File: src/rtl/fxstat_pkg.sv
package fxstat_pkg;
  typedef enum logic [2:0] {
    FX_NOP      = 3'd0,
    FX_ADD      = 3'd1,
    FX_ADD_CY   = 3'd2,
    FX_MULDIV_W = 3'd3,
    FX_MULDIV_D = 3'd4,
    FX_CY_ONLY  = 3'd5,
    FX_RSV6     = 3'd6,
    FX_RSV7     = 3'd7
  } fx_op_e;

  typedef struct packed {
    logic ovf_upd;
    logic ovf_val;
    logic ca_upd;
    logic ca_val;
  } fx_upd_t;
endpackage

File: src/rtl/fxstat_eval.sv
module fxstat_eval
  import fxstat_pkg::*;
(
  input  logic [2:0] op_code,
  input  logic       ovf_en,
  input  logic       cout_msb,
  input  logic       cout_msb1,
  input  logic       unrep_w,
  input  logic       unrep_d,
  input  logic       carry_in,
  output fx_upd_t    upd
);
  fx_op_e op;
  assign op = fx_op_e'(op_code);

  always_comb begin
    upd = '0;
    case (op)
      FX_ADD: begin
        upd.ovf_upd = ovf_en;
        upd.ovf_val = cout_msb ^ cout_msb1;
      end
      FX_ADD_CY: begin
        upd.ovf_upd = ovf_en;
        upd.ovf_val = cout_msb ^ cout_msb1;
        upd.ca_upd  = 1'b1;
        upd.ca_val  = carry_in;
      end
      FX_MULDIV_W: begin
        upd.ovf_upd = ovf_en;
        upd.ovf_val = unrep_w;
      end
      FX_MULDIV_D: begin
        upd.ovf_upd = ovf_en;
        upd.ovf_val = unrep_d;
      end
      FX_CY_ONLY: begin
        upd.ca_upd = 1'b1;
        upd.ca_val = carry_in;
      end
      default: upd = '0;
    endcase
  end
endmodule

File: src/rtl/fxstat_core.sv
module fxstat_core
  import fxstat_pkg::*;
#(
  parameter int DATA_W  = 32,
  parameter int CNT_W   = 7,
  parameter int FIELD_W = 4
) (
  input  logic              clk,
  input  logic              rst,
  input  fx_upd_t           upd,
  input  logic              wr_en,
  input  logic [DATA_W-1:0] wr_data,
  input  logic              mcf_req,
  output logic [DATA_W-1:0] q
);
  localparam int SUM_B = DATA_W - 1;
  localparam int OVF_B = DATA_W - 2;
  localparam int CA_B  = DATA_W - 3;
  localparam int RSV_W = DATA_W - 3 - CNT_W;
  localparam logic [DATA_W-1:0] WR_MASK =
    {{3{1'b1}}, {RSV_W{1'b0}}, {CNT_W{1'b1}}};

  always_ff @(posedge clk) begin
    if (rst) begin
      q <= '0;
    end else if (wr_en) begin
      q <= wr_data & WR_MASK;
    end else if (mcf_req) begin
      q[DATA_W-1 -: FIELD_W] <= '0;
    end else begin
      if (upd.ovf_upd) begin
        q[OVF_B] <= upd.ovf_val;
        if (upd.ovf_val) q[SUM_B] <= 1'b1;
      end
      if (upd.ca_upd) q[CA_B] <= upd.ca_val;
    end
  end
endmodule

File: src/rtl/fxstat_reg.sv
module fxstat_reg
  import fxstat_pkg::*;
#(
  parameter int DATA_W  = 32,
  parameter int CNT_W   = 7,
  parameter int FIELD_W = 4
) (
  input  logic              clk,
  input  logic              rst,
  input  logic [2:0]        op_code,
  input  logic              ovf_en,
  input  logic              cout_msb,
  input  logic              cout_msb1,
  input  logic              unrep_w,
  input  logic              unrep_d,
  input  logic              carry_in,
  input  logic              wr_en,
  input  logic [DATA_W-1:0] wr_data,
  input  logic              mcf_req,
  output logic [FIELD_W-1:0] mcf_field,
  output logic [DATA_W-1:0] reg_q
);
  fx_upd_t upd;

  fxstat_eval u_eval (
    .op_code   (op_code),
    .ovf_en    (ovf_en),
    .cout_msb  (cout_msb),
    .cout_msb1 (cout_msb1),
    .unrep_w   (unrep_w),
    .unrep_d   (unrep_d),
    .carry_in  (carry_in),
    .upd       (upd)
  );

  fxstat_core #(
    .DATA_W  (DATA_W),
    .CNT_W   (CNT_W),
    .FIELD_W (FIELD_W)
  ) u_core (
    .clk     (clk),
    .rst     (rst),
    .upd     (upd),
    .wr_en   (wr_en),
    .wr_data (wr_data),
    .mcf_req (mcf_req),
    .q       (reg_q)
  );

  assign mcf_field = reg_q[DATA_W-1 -: FIELD_W];
endmodule

File: config.mk
export PLATFORM = sky130hd
export DESIGN_NAME = fxstat_reg
export DESIGN_NICKNAME = d
export VERILOG_FILES = /design/src/rtl/fxstat_pkg.sv /design/src/rtl/fxstat_eval.sv /design/src/rtl/fxstat_core.sv /design/src/rtl/fxstat_reg.sv
export SDC_FILE = /design/constraint.sdc
export NUM_CORES = 1
export LEC_CHECK = 0
export CAP_MARGIN = 20
export CELL_PAD_IN_SITES_DETAIL_PLACEMENT = 0
export CELL_PAD_IN_SITES_GLOBAL_PLACEMENT = 2
export CORE_AREA = 2 2 69 45
export CTS_CLUSTER_DIAMETER = 200
export CTS_CLUSTER_SIZE = 16
export DETAILED_ROUTE_END_ITERATION = 10
export DIE_AREA = 0 0 71 47
export DONT_BUFFER_PORTS = 1
export PLACE_DENSITY_LB_ADDON = 0.1
export SYNTH_ARGS = -nofsm -noshare
export SYNTH_HDL_FRONTEND = slang
export SYNTH_SLANG_ARGS = --single-unit
File: constraint.sdc
create_clock -name clk -period 2.35 [get_ports clk]
set_input_delay 0.1175 -clock clk [delete_from_list [all_inputs] [get_ports clk]]
set_output_delay 0.1175 -clock clk [all_outputs]
set_load 0.02 [all_outputs]
# After elaboration in Yosys (flattened, before gate mapping)
# Cells that the tools add are included.
# classes
mux	7
shift	0
mul	0
magnitude_cmp	0
n_eq_ne	5
reduce_logical	6
n_div	0
bitwise	1
addsub	0
# ops
op	n
nonzero test 3 bit	3
equality test 3 x 2 -> 1 bit, second input constant	2
equality test 3 bit, second input constant	2
case mux 2 bit (3 select lines)	1
2-to-1 mux 2 bit	2
2-to-1 mux 4 bit	1
OR reduction 2 bit	2
equality test 3 x 1 -> 1 bit, second input constant	1
2-to-1 mux 3 bit	1
2-to-1 mux 1 bit	2
AND reduction 2 bit	1
XOR 1 bit	1
# word_totals
memories	0
reg_bits	10
mem_bits_rw	0
in_bits	45
mem_bits_ro	0
output_inout_bits	36
latchBits	0

# Longest topological paths before layout
# Gate-level depths: netlist (run 1).
# depth
word_depth	7
ltp_mapped	4
mapped_depth_nobuf	4

# Cells and area by module
# From an unflattened synthesis (run 1), not the netlist that was laid out.
# hier_totals
cells_unflattened	78
area_unflattened_um2	691.9
# modules_own_cells
module	area_each_um2	n_inst	cells_per_inst	seq_area_each_um2
fxstat_core	568.0	1	60	200.2
fxstat_eval	93.8	1	14	0.0
fxstat_reg	30.0	1	4	0.0

# Least setup slack after synthesis (run 1)
# No wires, ideal clock.
# synth_path
path_type	input to register
start	input op_code[0]
end	register u_core.q[29]
t_required_ns	2.264
path_stages	4
setup_slack_ns	1.233
arrival_ns	1.032
setup_time_ns	0.086
path_cell_list	and2b_1 mux2_2 a211o_1 a211oi_1
# synth_via
elab_chain_cells	6
elab_cells_between_ends	8
cone_classes	eq/ne (2); mux (4); reduce/logical (2)
# synth_lines
element	line_no	source
start, declared	fxstat_reg.sv:10	input logic [2:0] op_code,
equality test 3 bit / equality test 3 x 2 -> 1 bit (equally long branches)	fxstat_eval.sv:18	case (op)
OR reduction 2 bit (no source line) *	--	
2-to-1 mux 2 bit *	fxstat_eval.sv:18	
2-to-1 mux 1 bit	fxstat_core.sv:35	if (upd.ca_upd) q[CA_B] <= upd.ca_val;
2-to-1 mux 3 bit	fxstat_core.sv:28	end else if (mcf_req) begin
2-to-1 mux 4 bit	fxstat_core.sv:26	end else if (wr_en) begin
end signal, assigned	fxstat_core.sv:27	q <= wr_data & WR_MASK;
end signal, assigned by index	fxstat_core.sv:32	q[OVF_B] <= upd.ovf_val;
end signal, assigned by index	fxstat_core.sv:35	
end, declared	fxstat_core.sv:14	output logic [DATA_W-1:0] q
# Every way passes the cells marked *; elsewhere a longest branch is shown, timed or not. The select of a mux whose other input is x is not followed.
# A chain may end at the register's enable or synchronous reset.

==> results.cfg, run 1 <==
[status]
outcome = finished clean

[finish]
drive_above_1_share = 0.0610
final_cell_mix = conb_1, dfxtp_1, nor2_1, mux2i_1, clkbuf_8
finalNetCount = 128
syn2layout_area_growth_pct = -3.50
fin_util = 0.253
regMostFlops = u_core.q
n_fill_cell = 299
layout_commonest_cell = conb_1
largest_register_ffs = 10
antennaDiodeCount = 0
largestRegisters = u_core.q: 10 flops

[timing]
holdWs_ns = 0.0275
fin_crit_sh = 0.510
finClkSkew_ns = 0
hold_violations = 0
finalSetupTns_ns = 0
finalCriticalPeriod_ns = 1.20
setup-violations-final = 0
slew_violations = 0
fmax_ghz = 0.835
rsz0062_at_grt = false

[route]
dr_wl_met3_um = 169
first_iter_violations = 5
highest_layer = met4
dr.pass1.iters = 4
post_drt_via_cell_ratio = 4.32
finalWirelength_um = 1380
route.detailed.drc = 0
wire_per_inst_um = 11.9
m1WireLength_um = 605
vias = 501
drt.antenna.violating_nets = 0
wl_met2_um = 588

[synth]
yosys_warnings = 0
synth_cell_types = 28
ys_seq_area_frac = 0.280
syn_area_sq_um = 714
syn_avg_cell_area_sq_um = 8.61
ys_seq_elements = 10
syn_inst = 83

[setup_path]
critPathLaunch = u_core.q[30]
rr_endpoint = u_core.q[30]
reg2reg_depth = 4
arrival_ns = 1.37
end_kind = flip-flop
rrSetupSlack_ns = 1.15
crit_path_max_fanout = 3
r2r_start = u_core.q[30]
start_kind = flip-flop
crit_type = reg -> reg
crit_required_ns = 2.52

[placement]
dp_hpwl_um = 1080
place.gp.congestion = 0.743
port_buffers = 0

[pwr]
ir_drop_v = 0.000209
switching_power_uw = 138
swShare = 0.284
p_int_uw = 349
power_density_nw_per_um2 = 707
power_frac_clock = 0.434
p_leak_nw = 0.328
combPwrFrac = 0.143
seq_power_share = 0.423

[clock_tree]
insertion_delay_ns = 0.23
max-clock-path-buffers = 2
ctsRootBufferMaster = clkbuf_8
clk_pin_slew_ns = 0.05
htree_levels = 1
numCtsBuffers = 3
cts_tree = yes
clock_sinks = 10
cts_resized = 0
post-cts-setup-buffer-count = 0

[hold_path]
hold_path.class = in -> reg
hold_start = wr_en
hold_depth = 2
min_to = u_core.q[29]

[floorplan]
io_pins = 81
initial_core_util = 0.263
die_h_um = 47
core_area_sq_um = 2720
dieArea_sq_um = 3340
die_width_um = 71
fp-row-count = 15

[grt]
grt_overflow_total = 0
grt_pass1_wl_um = 2030
grt_pass1_vias = 426
track_usage = 0.0831
antenna_found_initial = 0
grt_max_degree = 15

[flow_run]
cap_violations = 0
-- routing by layer --
| metal | vias to the layer above | GRT usage |
|---|---|---|
| li1 | 238 | - |
| met1 | 223 | 0.102 |
| met2 | 38 | 0.123 |
| met3 | 2 | 0.0579 |
| met4 | 0 | 0.0113 |
| met5 | - | 0 |
-- kinds of logic (layout without fill, tap and decap cells) --
group                  count (synthesis)  in the layout  share of synthesized area
buffers and inverters                 30              7                      0.312
AND/OR/NAND/NOR                       20             20                      0.144
AO/OA/AOI/OAI                         12             12                      0.117
flip-flops                            10             10                      0.280
multiplexers                           9              9                      0.130
other                                  1             23                    0.00525
XOR/XNOR                               1              1                     0.0123
-- power by group through the flow --
stage          sequential (mW)  combinational, mW  clock, mW
2_1_floorplan            0.203              0.107          0
5_1_grt                  0.208             0.0766      0.233
4_1_cts                  0.206             0.0697      0.221
6_report                 0.206             0.0698      0.212
3_3_place_gp             0.210             0.0659          0
3_5_place_dp             0.210             0.0658          0
-- timing repair --
action	4_1_cts	5_1_grt
hold buffers	1	0
setup endpoints to repair	0	0
endpoints found under the hold margin	9	0
-- cell usage after synthesis --
cell type       number  share of area
nor2_1               9          0.047
o31ai_1              1          0.011
nor3b_1              1          0.011
and4_1               1          0.012
a21oi_1              3          0.021
mux2_2               1          0.016
nand4_1              1         0.0088
nand2_1              2          0.011
mux2i_1              7          0.098
xor2_1               1          0.012
a211o_1              1          0.012
a221oi_1             1          0.012
inv_1                2          0.011
o32ai_1              1          0.012
nor3_1               1         0.0070
buf_4               27           0.28
o21ai_0              2          0.014
conb_1               1         0.0052
and2b_1              2          0.021
nor4_1               1         0.0088
o211ai_1             1          0.011
o211a_1              1          0.014
a211oi_1             1          0.011
nand3b_1             1          0.011
dfxtp_1             10           0.28
nand3_1              1         0.0070
mux2_1               1          0.016
dlymetal6s2s_1       1          0.018
-- worst max path at each step --
stage	endpoint	slack, ns	depth (start not counted)
after floorplan	u_core.q[29]	1.23	4
after global placement	u_core.q[30]	1.13	4
after detailed placement	u_core.q[30]	1.13	4
after CTS	u_core.q[30]	1.12	4
after global routing	u_core.q[30]	1.05	4
final	u_core.q[30]	1.15	4
-- worst max-delay path: stages, from the launching register on --
cell and delay, ns:
dfxtp_1 0.58, nor2_1 0.13, o31ai_1 0.21, o211ai_1 0.11, nand3_1 0.11
-- metrics by stage --
| stage | total power, mW | instances | cell area, sq um | setup slack [ns] |
|---|---|---|---|---|
| final | 0.487 | 116 | 689 | 1.15 |
| after global routing | 0.518 | 116 | 689 | 1.05 |
| after CTS | 0.497 | 116 | 689 | 1.12 |
| after detailed placement | 0.275 | 111 | 624 | 1.13 |
| after global placement | 0.275 | 111 | 624 | 1.13 |
| after floorplan | 0.310 | 105 | 797 | 1.23 |
-- cell type report --
type | instances | area (sq um) | area share
Clock buffer | 4 | 55.1 | 0.0799
Inverter | 2 | 7.51 | 0.0109
Multi-Input combinational cell | 65 | 374 | 0.543
Sequential cell | 10 | 200 | 0.290
Tap cell | 34 | 42.5 | 0.0617
Timing Repair Buffer | 1 | 10.0 | 0.0145
Power figures use the tool's default switching activity.
==> run 2, diff against run 1 <==
Settings changed: CORE_AREA 2 2 69 45 to 2 2 73 47, DIE_AREA 0 0 71 47 to 0 0 75 49.
Clock period 2.35 ns to 1 ns, I/O delays scaled along.
==> run 2 against run 1 <==
  * The run now ends with negative hold slack left
  * Die area increased by 10%
  * Critical path depth unchanged
  * Non-clock buffer count increased by 22
  * Sequential power increased by 110%
  * Power increased to 2.5 times the previous value
  * Cell area increased by 31%
  * Clock skew unchanged
  * Global-route usage increased by 1.4 points
  * Combinational power increased to 4.2 times the previous value
  * Worst setup slack got worse by 1.0 ns
  * Highest routed layer unchanged
==> results.cfg, run 2 (synthesis results as in run 1) <==
[route]
dr.pass1.iters = 4
post_drt_via_cell_ratio = 3.83
finalWirelength_um = 1580
first_iter_violations = 17
route.detailed.drc = 0
wire_per_inst_um = 10.6
drt.antenna.violating_nets = 0
vias = 570

[finish]
regArea_sq_um = 200
multiInputGateArea_sq_um = 385
final_cell_mix = conb_1, buf_4, dlygate4sd3_1, dfxtp_1, nor2_1
largestRegisters = u_core.q: 10 flops
drive_above_1_share = 0.183
layout_commonest_cell = conb_1
antennaDiodeCount = 0
fin_util = 0.295
n_fill_cell = 329
finalNetCount = 150
regMostFlops = u_core.q
largest_register_ffs = 10
syn2layout_area_growth_pct = 26.6

[pwr]
p_leak_nw = 0.435
power_density_nw_per_um2 = 1370
ir_drop_v = 0.000368

[floorplan]
die_width_um = 75
die_h_um = 49
fp-row-count = 16
io_pins = 81
core_area_sq_um = 3060
initial_core_util = 0.233
dieArea_sq_um = 3680

[timing]
finClkSkew_ns = 0
holdWs_ns = -0.0301
fin_crit_sh = 0.888
hold_violations = 9
slew_violations = 0
fmax_ghz = 1.13
setup-violations-final = 0
finalCriticalPeriod_ns = 0.888
rsz0062_at_grt = false

[hold_path]
hold_path.class = in -> reg

[clock_tree]
clock_sinks = 10
insertion_delay_ns = 0.24
clk_pin_slew_ns = 0.05
cts_hold_buffers = 11
numCtsBuffers = 3
htree_levels = 1
max-clock-path-buffers = 2
cts_tree = yes
ctsRootBufferMaster = clkbuf_8

[setup_path]
crit_path_max_fanout = 2
end_kind = flip-flop
crit_chain = nor2_2 -> o31ai_2 -> o211ai_1 -> nand3_1
worst_path_max_delay_cell = dfxtp_1
slowest_delay_ns = 0.31
crit_required_ns = 1.11
arrival_ns = 1.00
start_kind = flip-flop
path_buf_inv = 0
path_delay_family = flip-flops
crit_type = reg -> reg

[flow_run]
cap_violations = 0

[placement]
place.gp.congestion = 0.714
dp_hpwl_um = 1200
port_buffers = 0

[grt]
antenna_found_initial = 0
grt_pass1_vias = 547
grt_overflow_total = 0
grt_max_degree = 15
track_usage = 0.0970
grt_pass1_wl_um = 2630

[status]
outcome = complete, but fails checks
violations = negative hold slack
run 2: area by class of cell:
type,count,share of cell area
inverter,2,0.00830
clock buffer,4,0.0609
multi-input combinational,65,0.426
sequential,10,0.221
tap,45,0.0622
timing repair buffer,23,0.221
run 2: routing by layer:
metal | up-vias | wire [um] | global-route usage
met2 | 30 | 763 | 0.161
met4 | 0 | 13 | 0.0357
met3 | 2 | 137 | 0.0372
met1 | 262 | 669 | 0.112
met5 | - | 0 | 0
li1 | 276 | - | -
run 2: path summary, 6_finish.rpt:
path                            cells after the start          from  slack, ns      endpoint
worst max-delay path                                4  u_core.q[30]       0.11  u_core.q[30]
worst min-delay path                                2         wr_en      -0.03   u_core.q[5]
worst min register to register                      2   u_core.q[4]       0.50   u_core.q[4]
worst max register to register                      4  u_core.q[30]       0.11  u_core.q[30]
run 2: report_power, final:
part | leakage, nW | switching [mW] | internal [mW] | total [mW]
registers | 0.0826 | 0.0120 | 0.424 | 0.436
clock network | 0.0288 | 0.162 | 0.346 | 0.508
logic | 0.324 | 0.176 | 0.116 | 0.291
run 2: repair_timing:
action	in CTS	in global routing
endpoints found under the setup margin	0	1
endpoints found under the hold margin	10	6
resized for setup	0	3
buffers inserted	0	0
run 2: per-stage QoR:
stage / setup WS [ns] / instances / total power [mW] / TNS [ns] / instance area, sq um
2_1_floorplan: 0.00336 / 105 / 0.729 / 0 / 801
3_3_place_gp: -0.0558 / 134 / 0.693 / -0.0734 / 732
3_5_place_dp: -0.0360 / 134 / 0.694 / -0.0701 / 732
4_1_cts: 0.0763 / 149 / 1.25 / 0 / 897
5_1_grt: 0.00416 / 149 / 1.32 / 0 / 905
6_report: 0.112 / 149 / 1.24 / 0 / 905
